[src/rtl/seg_select_pkg.sv]
`timescale 1ns/1ps
package seg_select_pkg;

  localparam int ATTR_W = 32;
  localparam int VAL_W  = 32;
  localparam int SEG_W  = ATTR_W + VAL_W;

  typedef enum logic [2:0] {
    OP_EQ    = 3'd0,
    OP_NE    = 3'd1,
    OP_LT    = 3'd2,
    OP_GT    = 3'd3,
    OP_LE    = 3'd4,
    OP_GE    = 3'd5,
    OP_ANY   = 3'd6,
    OP_NEVER = 3'd7
  } selOp_e;

  typedef struct packed {
    logic [ATTR_W-1:0] attr;
    selOp_e            op;
    logic [VAL_W-1:0]  konst;
  } qEntry_t;

  localparam qEntry_t Q_IDLE = '{attr: '0, op: OP_NEVER, konst: '0};

  // strobes from control to datapath
  typedef struct packed {
    logic evalEn;
    logic lastSeg;
    logic overRun;
    logic swapBanks;
  } ctrlStrobe_t;

endpackage

[src/rtl/seg_select_cmp.sv]
`timescale 1ns/1ps
module seg_select_cmp
  import seg_select_pkg::*;
(
  input  qEntry_t          entry,
  input  logic [SEG_W-1:0] seg,
  output logic             hit
);

  logic [ATTR_W-1:0] segAttr;
  logic [VAL_W-1:0]  segVal;
  logic              attrOk;

  assign segAttr = seg[SEG_W-1:VAL_W];
  assign segVal  = seg[VAL_W-1:0];
  assign attrOk  = (segAttr == entry.attr);

  always_comb begin
    unique case (entry.op)
      OP_EQ:    hit = attrOk && (segVal == entry.konst);
      OP_NE:    hit = attrOk && (segVal != entry.konst);
      OP_LT:    hit = attrOk && (segVal <  entry.konst);
      OP_GT:    hit = attrOk && (segVal >  entry.konst);
      OP_LE:    hit = attrOk && (segVal <= entry.konst);
      OP_GE:    hit = attrOk && (segVal >= entry.konst);
      OP_ANY:   hit = 1'b1;
      OP_NEVER: hit = 1'b0;
      default:  hit = 1'b0;
    endcase
  end

endmodule

[src/rtl/seg_select_ctrl.sv]
`timescale 1ns/1ps
module seg_select_ctrl
  import seg_select_pkg::*;
#(
  parameter int MAX_SEGS = 4,
  localparam int CNT_W = $clog2(MAX_SEGS + 1)
) (
  input  logic             clk,
  input  logic             rst_n,
  input  logic             segValid,
  input  logic             segLast,
  input  logic             qCommit,
  output ctrlStrobe_t      strb,
  output logic [CNT_W-1:0] segIdx
);

  localparam logic [CNT_W-1:0] CNT_SAT = CNT_W'(MAX_SEGS);

  logic [CNT_W-1:0] segCnt;
  logic             pending;
  logic             wantSwap;
  logic             atBoundary;

  assign wantSwap   = pending || qCommit;
  assign atBoundary = (segCnt == '0 && !segValid) || (segValid && segLast);

  always_comb begin
    strb.evalEn    = segValid;
    strb.lastSeg   = segLast;
    strb.overRun   = (segCnt == CNT_SAT);
    strb.swapBanks = wantSwap && atBoundary;
  end

  assign segIdx = segCnt;

  always_ff @(posedge clk) begin
    if (!rst_n) begin
      segCnt  <= '0;
      pending <= 1'b0;
    end else begin
      pending <= wantSwap && !atBoundary;
      if (segValid) begin
        if (segLast)
          segCnt <= '0;
        else if (segCnt != CNT_SAT)
          segCnt <= segCnt + CNT_W'(1);
      end
    end
  end

endmodule

[src/rtl/seg_select_dp.sv]
`timescale 1ns/1ps
module seg_select_dp
  import seg_select_pkg::*;
#(
  parameter int MAX_SEGS = 4,
  localparam int CNT_W  = $clog2(MAX_SEGS + 1),
  localparam int QIDX_W = (MAX_SEGS > 1) ? $clog2(MAX_SEGS) : 1
) (
  input  logic              clk,
  input  logic              rst_n,
  input  ctrlStrobe_t       strb,
  input  logic [CNT_W-1:0]  segIdx,
  input  logic [SEG_W-1:0]  segData,
  input  logic              qWrEn,
  input  logic [QIDX_W-1:0] qWrIdx,
  input  logic [ATTR_W-1:0] qWrAttr,
  input  logic [2:0]        qWrOp,
  input  logic [VAL_W-1:0]  qWrConst,
  output logic              resValid,
  output logic [SEG_W-1:0]  resData,
  output logic              resLast,
  output logic              resPass,
  output logic [CNT_W-1:0]  resIdx
);

  qEntry_t stageQ [MAX_SEGS];
  qEntry_t liveQ  [MAX_SEGS];
  qEntry_t newEntry;
  qEntry_t curEntry;
  logic    segHit;

  always_comb begin
    newEntry.attr  = qWrAttr;
    newEntry.op    = selOp_e'(qWrOp);
    newEntry.konst = qWrConst;
  end

  for (genvar g = 0; g < MAX_SEGS; g++) begin : g_entry
    qEntry_t stageNext;
    assign stageNext = (qWrEn && qWrIdx == QIDX_W'(g)) ? newEntry : stageQ[g];

    always_ff @(posedge clk) begin
      if (!rst_n) begin
        stageQ[g] <= Q_IDLE;
        liveQ[g]  <= Q_IDLE;
      end else begin
        stageQ[g] <= stageNext;
        if (strb.swapBanks)
          liveQ[g] <= stageNext;
      end
    end
  end

  always_comb begin
    curEntry = Q_IDLE;
    for (int i = 0; i < MAX_SEGS; i++)
      if (segIdx == CNT_W'(i))
        curEntry = liveQ[i];
  end

  seg_select_cmp u_cmp (
    .entry (curEntry),
    .seg   (segData),
    .hit   (segHit)
  );

  always_ff @(posedge clk) begin
    if (!rst_n) begin
      resValid <= 1'b0;
      resData  <= '0;
      resLast  <= 1'b0;
      resPass  <= 1'b0;
      resIdx   <= '0;
    end else begin
      resValid <= strb.evalEn;
      resLast  <= strb.evalEn && strb.lastSeg;
      resPass  <= strb.evalEn && segHit && !strb.overRun;
      if (strb.evalEn) begin
        resData <= segData;
        resIdx  <= segIdx;
      end
    end
  end

endmodule

[src/rtl/seg_select_unit.sv]
`timescale 1ns/1ps
module seg_select_unit
  import seg_select_pkg::*;
#(
  parameter int MAX_SEGS = 4,
  localparam int CNT_W  = $clog2(MAX_SEGS + 1),
  localparam int QIDX_W = (MAX_SEGS > 1) ? $clog2(MAX_SEGS) : 1
) (
  input  logic              clk,
  input  logic              rst_n,
  input  logic              segValid,
  input  logic [63:0]       segData,
  input  logic              segLast,
  input  logic              qWrEn,
  input  logic [QIDX_W-1:0] qWrIdx,
  input  logic [31:0]       qWrAttr,
  input  logic [2:0]        qWrOp,
  input  logic [31:0]       qWrConst,
  input  logic              qCommit,
  output logic              resValid,
  output logic [63:0]       resData,
  output logic              resLast,
  output logic              resPass,
  output logic [CNT_W-1:0]  resIdx
);

  ctrlStrobe_t      strb;
  logic [CNT_W-1:0] segIdx;

  seg_select_ctrl #(.MAX_SEGS(MAX_SEGS)) u_ctrl (
    .clk      (clk),
    .rst_n    (rst_n),
    .segValid (segValid),
    .segLast  (segLast),
    .qCommit  (qCommit),
    .strb     (strb),
    .segIdx   (segIdx)
  );

  seg_select_dp #(.MAX_SEGS(MAX_SEGS)) u_dp (
    .clk      (clk),
    .rst_n    (rst_n),
    .strb     (strb),
    .segIdx   (segIdx),
    .segData  (segData),
    .qWrEn    (qWrEn),
    .qWrIdx   (qWrIdx),
    .qWrAttr  (qWrAttr),
    .qWrOp    (qWrOp),
    .qWrConst (qWrConst),
    .resValid (resValid),
    .resData  (resData),
    .resLast  (resLast),
    .resPass  (resPass),
    .resIdx   (resIdx)
  );

endmodule

[config.mk]
export PLATFORM = sky130hd
export DESIGN_NAME = seg_select_unit
export DESIGN_NICKNAME = d
export VERILOG_FILES = /design/src/rtl/seg_select_pkg.sv /design/src/rtl/seg_select_cmp.sv /design/src/rtl/seg_select_ctrl.sv /design/src/rtl/seg_select_dp.sv /design/src/rtl/seg_select_unit.sv
export SDC_FILE = /design/constraint.sdc
export NUM_CORES = 1
export LEC_CHECK = 0
export BUFFER_PORTS_ARGS = -buffer_cell sky130_fd_sc_hd__buf_2
export CAP_MARGIN = 20
export CORE_MARGIN = 5
export CORE_UTILIZATION = 54
export DETAILED_ROUTE_END_ITERATION = 8
export HOLD_SLACK_MARGIN = 0.05
export PLACE_DENSITY = 0.76
export SYNTH_ARGS = -nofsm -noshare
export SYNTH_HDL_FRONTEND = slang
export SYNTH_SLANG_ARGS = --single-unit
[constraint.sdc]
create_clock -name clk -period 19.8 [get_ports clk]
set_input_delay 0.99 -clock clk [delete_from_list [all_inputs] [get_ports clk]]
set_output_delay 0.99 -clock clk [all_outputs]
set_load 0.02 [all_outputs]
Word level (Yosys, flattened, before mapping)
Memories as Yosys holds them, arrays and structs flattened. Cells that the tools add are included.

Register bits: 74. Bits in writable memories: 536. Word-level logic and storage cells: 90. Memories kept: 2.

Memories: u_dp.liveQ (depth 4, bits a word 67, rd ports 4, clocked after memory_dff 0, wr ports 4, line seg_select_dp.sv:27) `qEntry_t liveQ [MAX_SEGS];`; u_dp.stageQ (depth 4, bits a word 67, rd ports 4, clocked after memory_dff 0, wr ports 4, line seg_select_dp.sv:26) `qEntry_t stageQ [MAX_SEGS];`.

Add/sub/neg operators: 1. Order comparisons: 4. Equal/unequal tests: 18. Multiplexer cells: 24. Bitwise operators: 8. Reductions and logical operators: 26.

Operators by type and width (number): $mux 67 (16); $eq 32x32->1 (2); $ge 32x32->1 (1); $gt 32x32->1 (1); $le 32x32->1 (1); $lt 32x32->1 (1); $ne 32x32->1 (1); $logic_and 1x1->1 (16); $eq 3x3->1 const B (5); $eq 3x2->1 const B (4); $or 1x1->1 (8); $pmux 1 s8 (1); $eq 3x1->1 const B (2); $logic_not 3->1 (2); $mux 3 (2); $mux 1 (5); $eq 2x2->1 const B (2); $add 3x1->3 const B (1); $logic_not 1->1 (3); $ne 3x3->1 const B (1); $eq 2x1->1 const B (1); $logic_not 2->1 (1); $logic_or 1x1->1 (2); $reduce_and 2->1 (1); $reduce_bool 2->1 (1).

Logic depth before layout (Yosys ltp)
Depth after elaboration: 10. Depth in mapped cells: 21. Gate-level depth less buffers: 15.

Modules after synthesis
From an unflattened synthesis, not the netlist that was laid out.

Cell total of the unflattened synthesis: 2571. Area total of the unflattened synthesis: 28658.7 um2.

Modules (own cells, without submodules): seg_select_dp (times used 1, cells an instance 2374, area each 27129.8 um2, seq. area each 14814.2 um2); seg_select_cmp (times used 1, cells an instance 169, area each 1281.2 um2, seq. area each 0.0 um2); seg_select_ctrl (times used 1, cells an instance 28, area each 247.7 um2, seq. area each 80.1 um2).

Worst setup path after synthesis
OpenSTA, ideal clock, no wires.

Path kind: input to register. Start: in segValid. End: mem u_dp.liveQ[0][0] (netlist name), enable pin. Arrival: 20044 ps. Setup slack: -1511 ps. Stages: 3. Path buffers: 1. Cells stage by stage: clkbuf_1 > a21oi_1 > o21ai_0.

RTL lines: start: declaration (line seg_select_unit.sv:11) `input logic segValid,`; end: declaration (line seg_select_dp.sv:27).

Worst setup path in the final report
Start: reg u_ctrl.segCnt[0] (netlist: u_ctrl.segIdx[0]). End: reg u_dp.resPass.

Cells in the longest elaborated chain, start to end: 10.

RTL lines: start: declaration (line seg_select_ctrl.sv:19) `logic [CNT_W-1:0] segCnt;`; start signal: assignment (line seg_select_ctrl.sv:46) `segCnt <= segCnt + CNT_W'(1);`; $logic_not 3->1 (line seg_select_dp.sv:57) `if (segIdx == CNT_W'(i))`; $mux 67 (4 in a row) (line seg_select_dp.sv:57); $ge 32x32->1, or another cell as far along (line seg_select_cmp.sv:25) `OP_GE: hit = attrOk && (segVal >= entry.konst);`; $logic_and 1x1->1, or another cell as far along (line seg_select_cmp.sv:25); $pmux 1 s8 (line seg_select_cmp.sv:19) `unique case (entry.op)`; $logic_and 1x1->1 (line seg_select_dp.sv:77) `resPass <= strb.evalEn && segHit && !strb.overRun;`; $logic_and 1x1->1 * (line seg_select_dp.sv:77); end signal: assignment (line seg_select_dp.sv:77); end: declaration (line seg_select_dp.sv:22) `output logic resPass,`.

Every way passes the cells marked *; elsewhere a longest branch is shown, timed or not. A chain may end at the register's enable or synchronous reset.

==> impl_results.md <==
* Synth cell types at just under 60
* Wire length per cell at between 20 and 25 µm
* Initial Utilization at a little over half
* Grt total ovfl at 0
* Async set-reset flop share out of synthesis at 0%
* Worst Hold Class: flip-flop to flip-flop
* Multi-input gate area at 0.0103 mm²
* Max cap viols at 0
* Slew margin rel. at ~36%
* TritonCTS buffer count at 60
* CP max FO at 22
* Final hold vios at 0
* Root buffer cell: clkbuf_16
* Area Growth Syn to Fin at 13.7%
* Max clock buf depth at 3
* Simple-gate share of the synthesized area at between 10% and 20%
* Drt initial violations at around 1400
* FF/Latch Area at roughly 0.015 mm²
* Final Wtd Congestion at 0.799
* Crit start category: flip-flop
* Synth area leaders: edfxtp_1 (31%), dfxtp_1 (27%), mux2i_1 (13%)
* RSZ-0062 raised after global routing: false
* Post-CTS setup buffer count at 0
* Top-area cell type share of the netlist area at a little under a third
* CTS tree: yes
* DRC viols at 0
* Main synth FF type: dfxtp_1
* Share of cells above drive strength 1 at approximately 14%
* Post-synthesis mux area share at a little over an eighth
* Crit Path Class: flip-flop to flip-flop
* Detail Placement HPWL at 38300 µm
* Crit path time final at approximately 4800 ps
* Slew @ Worst Pin at around 960 ps
* All-layer global routing usage at 22.8%
* Adder-Cell Fraction of Synth Area at between 1.5 and 2%
* Max VDD drop at roughly 0.07 mV
* Pins Over Slew Limit at 0
* Post-Syn Nets at 2346
* # fillers at between 3000 and 4000
* Complex-gate fraction of the synthesized area at ~5.5%
* Cell taking the most area after synthesis: edfxtp_1
* Crit path cell chain: inv_1 -> ha_1 -> nor2b_4 -> a221oi_1 -> nor3_1 -> a21oi_1 -> ha_1 -> nand4_1 -> nor4_1 -> nand4_1 -> nand4_1 -> o2111ai_1 -> nor4_2 -> a41oi_1 -> o21ai_1
* Leakage at 12.4 nW
* Crit-path most repeated cell: nand4_1
* Crit end category: flip-flop
* Largest net degree at the start of global routing at ~250
* H-Tree Depth at 2
* First-pass GRT wire length at between 90000 and 100000 µm
* WHS at between 400 and 500 ps
* Placeable Area at about 0.047 mm²
* Pwr/cell area at ~97 mW/mm²
* Post-synthesis sequential element count at between 600 and 700
* Data required time of the critical path at around 20000 ps
* CTS Sinks at 610
* Slowest cell on the critical path: nor2b_4
* Tcrit/Tclk final at around 24%
* Total power at 2.83 mW
* Critical Path AT at ~5300 ps
* Post-Syn Area at roughly 0.026 mm²
* Number of gates given a new drive strength after cts at 0
* CP peak stage delay at about 760 ps
* Vias at about 17000
* Post-layout util at approximately 60%
* # hold bufs at CTS at 0
* Clk Latency, worst-skew pair at between 600 and 700 ps
* Outcome: completed
* Port Buf Inserts at between 200 and 250
* CTS clk-pin slew, worst paths at ~60 ps
* Achievable Freq at 210 MHz
* Post-Layout Cell Count at 2986
* Mapped Cells at about 2200
* Post-synthesis sequential area ratio at around 58%
* Router iterations before antenna repair at 5
* # nets final at approximately 2500
* Vias in the first global route at around 17000
* Synth Area in XOR/XNOR at around 1.1%
* Final setup fails at 0
* Post-DRT Antenna Nets at 0
* Final setup TNS at 0 ps
* Worst Skew at about 16 ps
* WL final at ~61000 µm
* Routed vias/inst at roughly 5.5
* Die area at between 0.05 and 0.06 mm²
* Die extent in y at roughly 230 µm
* Die Wd at about 230 µm
* Row count at 80
* Initial antenna violation count at 9
* Combinational family with the most area after synthesis: simple AND/OR/NAND/NOR gates
* Post-synth EDFFs at around 270
* Synth warnings at 0
* Dpl cells at between 2000 and 3000
* Synth Area per Inst at roughly 12 µm²
* Ports at around 210
-- through the flow --
stage | area (µm²) | setup slack (ps)
after floorplan | 25800 | 5730
after global placement | 27300 | 14950
after detailed placement | 27300 | 15060
after CTS | 29300 | 15020
after global routing | 29300 | 14640
final | 29300 | 15040
-- where the power goes --
group | internal, mW | total [mW] | switching (mW) | leakage (nW)
combinational | 0.102 | 0.268 | 0.165 | 5.84
clock | 0.672 | 1.15 | 0.482 | 0.975
sequential | 1.38 | 1.41 | 0.0217 | 5.64
-- routing by layer --
metal	share of wire [%]	global-route usage, %	vias to the layer above
li1	-	-	7905
met4	2.6	7.26	8
met2	49	38.9	420
met3	4.4	3.35	107
met1	43	30.2	8076
met5	0.091	0	-
-- registers in the layout, indices dropped and copies added (netlist names) --
name	flops
u_dp.stageQ	268
u_ctrl.pending	1
u_dp.resPass	1
u_dp.liveQ	268
u_ctrl.segIdx	3
u_dp.resIdx	3
u_dp.resValid	1
u_dp.resData	64
u_dp.resLast	1
-- worst max-delay path, delay by kind of cell, from the launching register on --
family | cells | cell delay (ps)
flip-flops | 1 | 340
AND/OR/NAND/NOR | 7 | 2580
adder cells (fa/ha/maj) | 2 | 1030
buffers and inverters | 1 | 130
AO/OA/AOI/OAI | 5 | 610
-- final timing paths --
kind                            from                 end  slack (ps)  depth (start not counted)
setup / recovery    u_ctrl.segIdx[0]        u_dp.resPass       15040                         15
hold / removal    u_dp.stageQ[0][32]  u_dp.stageQ[0][32]         480                          2
setup reg to reg    u_ctrl.segIdx[0]        u_dp.resPass       15040                         15
hold reg to reg   u_dp.stageQ[0][32]  u_dp.stageQ[0][32]         480                          2
-- Yosys cell counts (4+ instances only) --
| cell | number |
|---|---|
| xor2_1 | 13 |
| nand2b_1 | 5 |
| edfxtp_1 | 268 |
| inv_1 | 14 |
| buf_2 | 16 |
| a221o_1 | 8 |
| mux2i_1 | 337 |
| o31ai_1 | 10 |
| and2_1 | 258 |
| nand2_1 | 51 |
| buf_1 | 25 |
| nor3_1 | 37 |
| clkbuf_1 | 106 |
| a21oi_1 | 53 |
| nand4_1 | 12 |
| nor2b_1 | 337 |
| dfxtp_1 | 342 |
| nand3_1 | 15 |
| a21o_1 | 14 |
| nor3b_1 | 4 |
| xnor2_1 | 19 |
| nor2_1 | 49 |
| o21ai_0 | 32 |
| a221oi_1 | 54 |
| a2bb2oi_1 | 4 |
| a211oi_1 | 6 |
| ha_1 | 37 |
-- cell type report --
class | instances | share of cell area [%]
multi-input cells | 1396 | 35.1
clock inverters | 26 | 1.08
flip-flops and latches | 610 | 50.9
repair buffers | 234 | 4.35
clock buffers | 88 | 5.76
well taps | 615 | 2.63
inverters | 14 | 0.179
diodes | 3 | 0.0256
-- placed cells by master (no fill, tap or decap), types with 31 or more instances in the layout --
cell       count
a21oi_1       53
and2_1       258
a221oi_1      54
o21ai_0       31
clkbuf_16     61
nor2b_1      335
buf_2        206
nor2_1        48
mux2i_1      337
nor3_1        37
dfxtp_1      342
nand2_1       51
edfxtp_1     268
ha_1          36
-- kinds of logic (layout without fill, tap and decap cells) --
kind of cell | after synthesis | after routing
simple gates | 789 | 789
xor+xnor | 32 | 32
compound gates | 200 | 200
flops | 610 | 610
buf+inv | 164 | 362
mux | 338 | 338
fa+ha+maj | 37 | 37
other cells | 0 | 3
(Power assumes the default switching activity.)
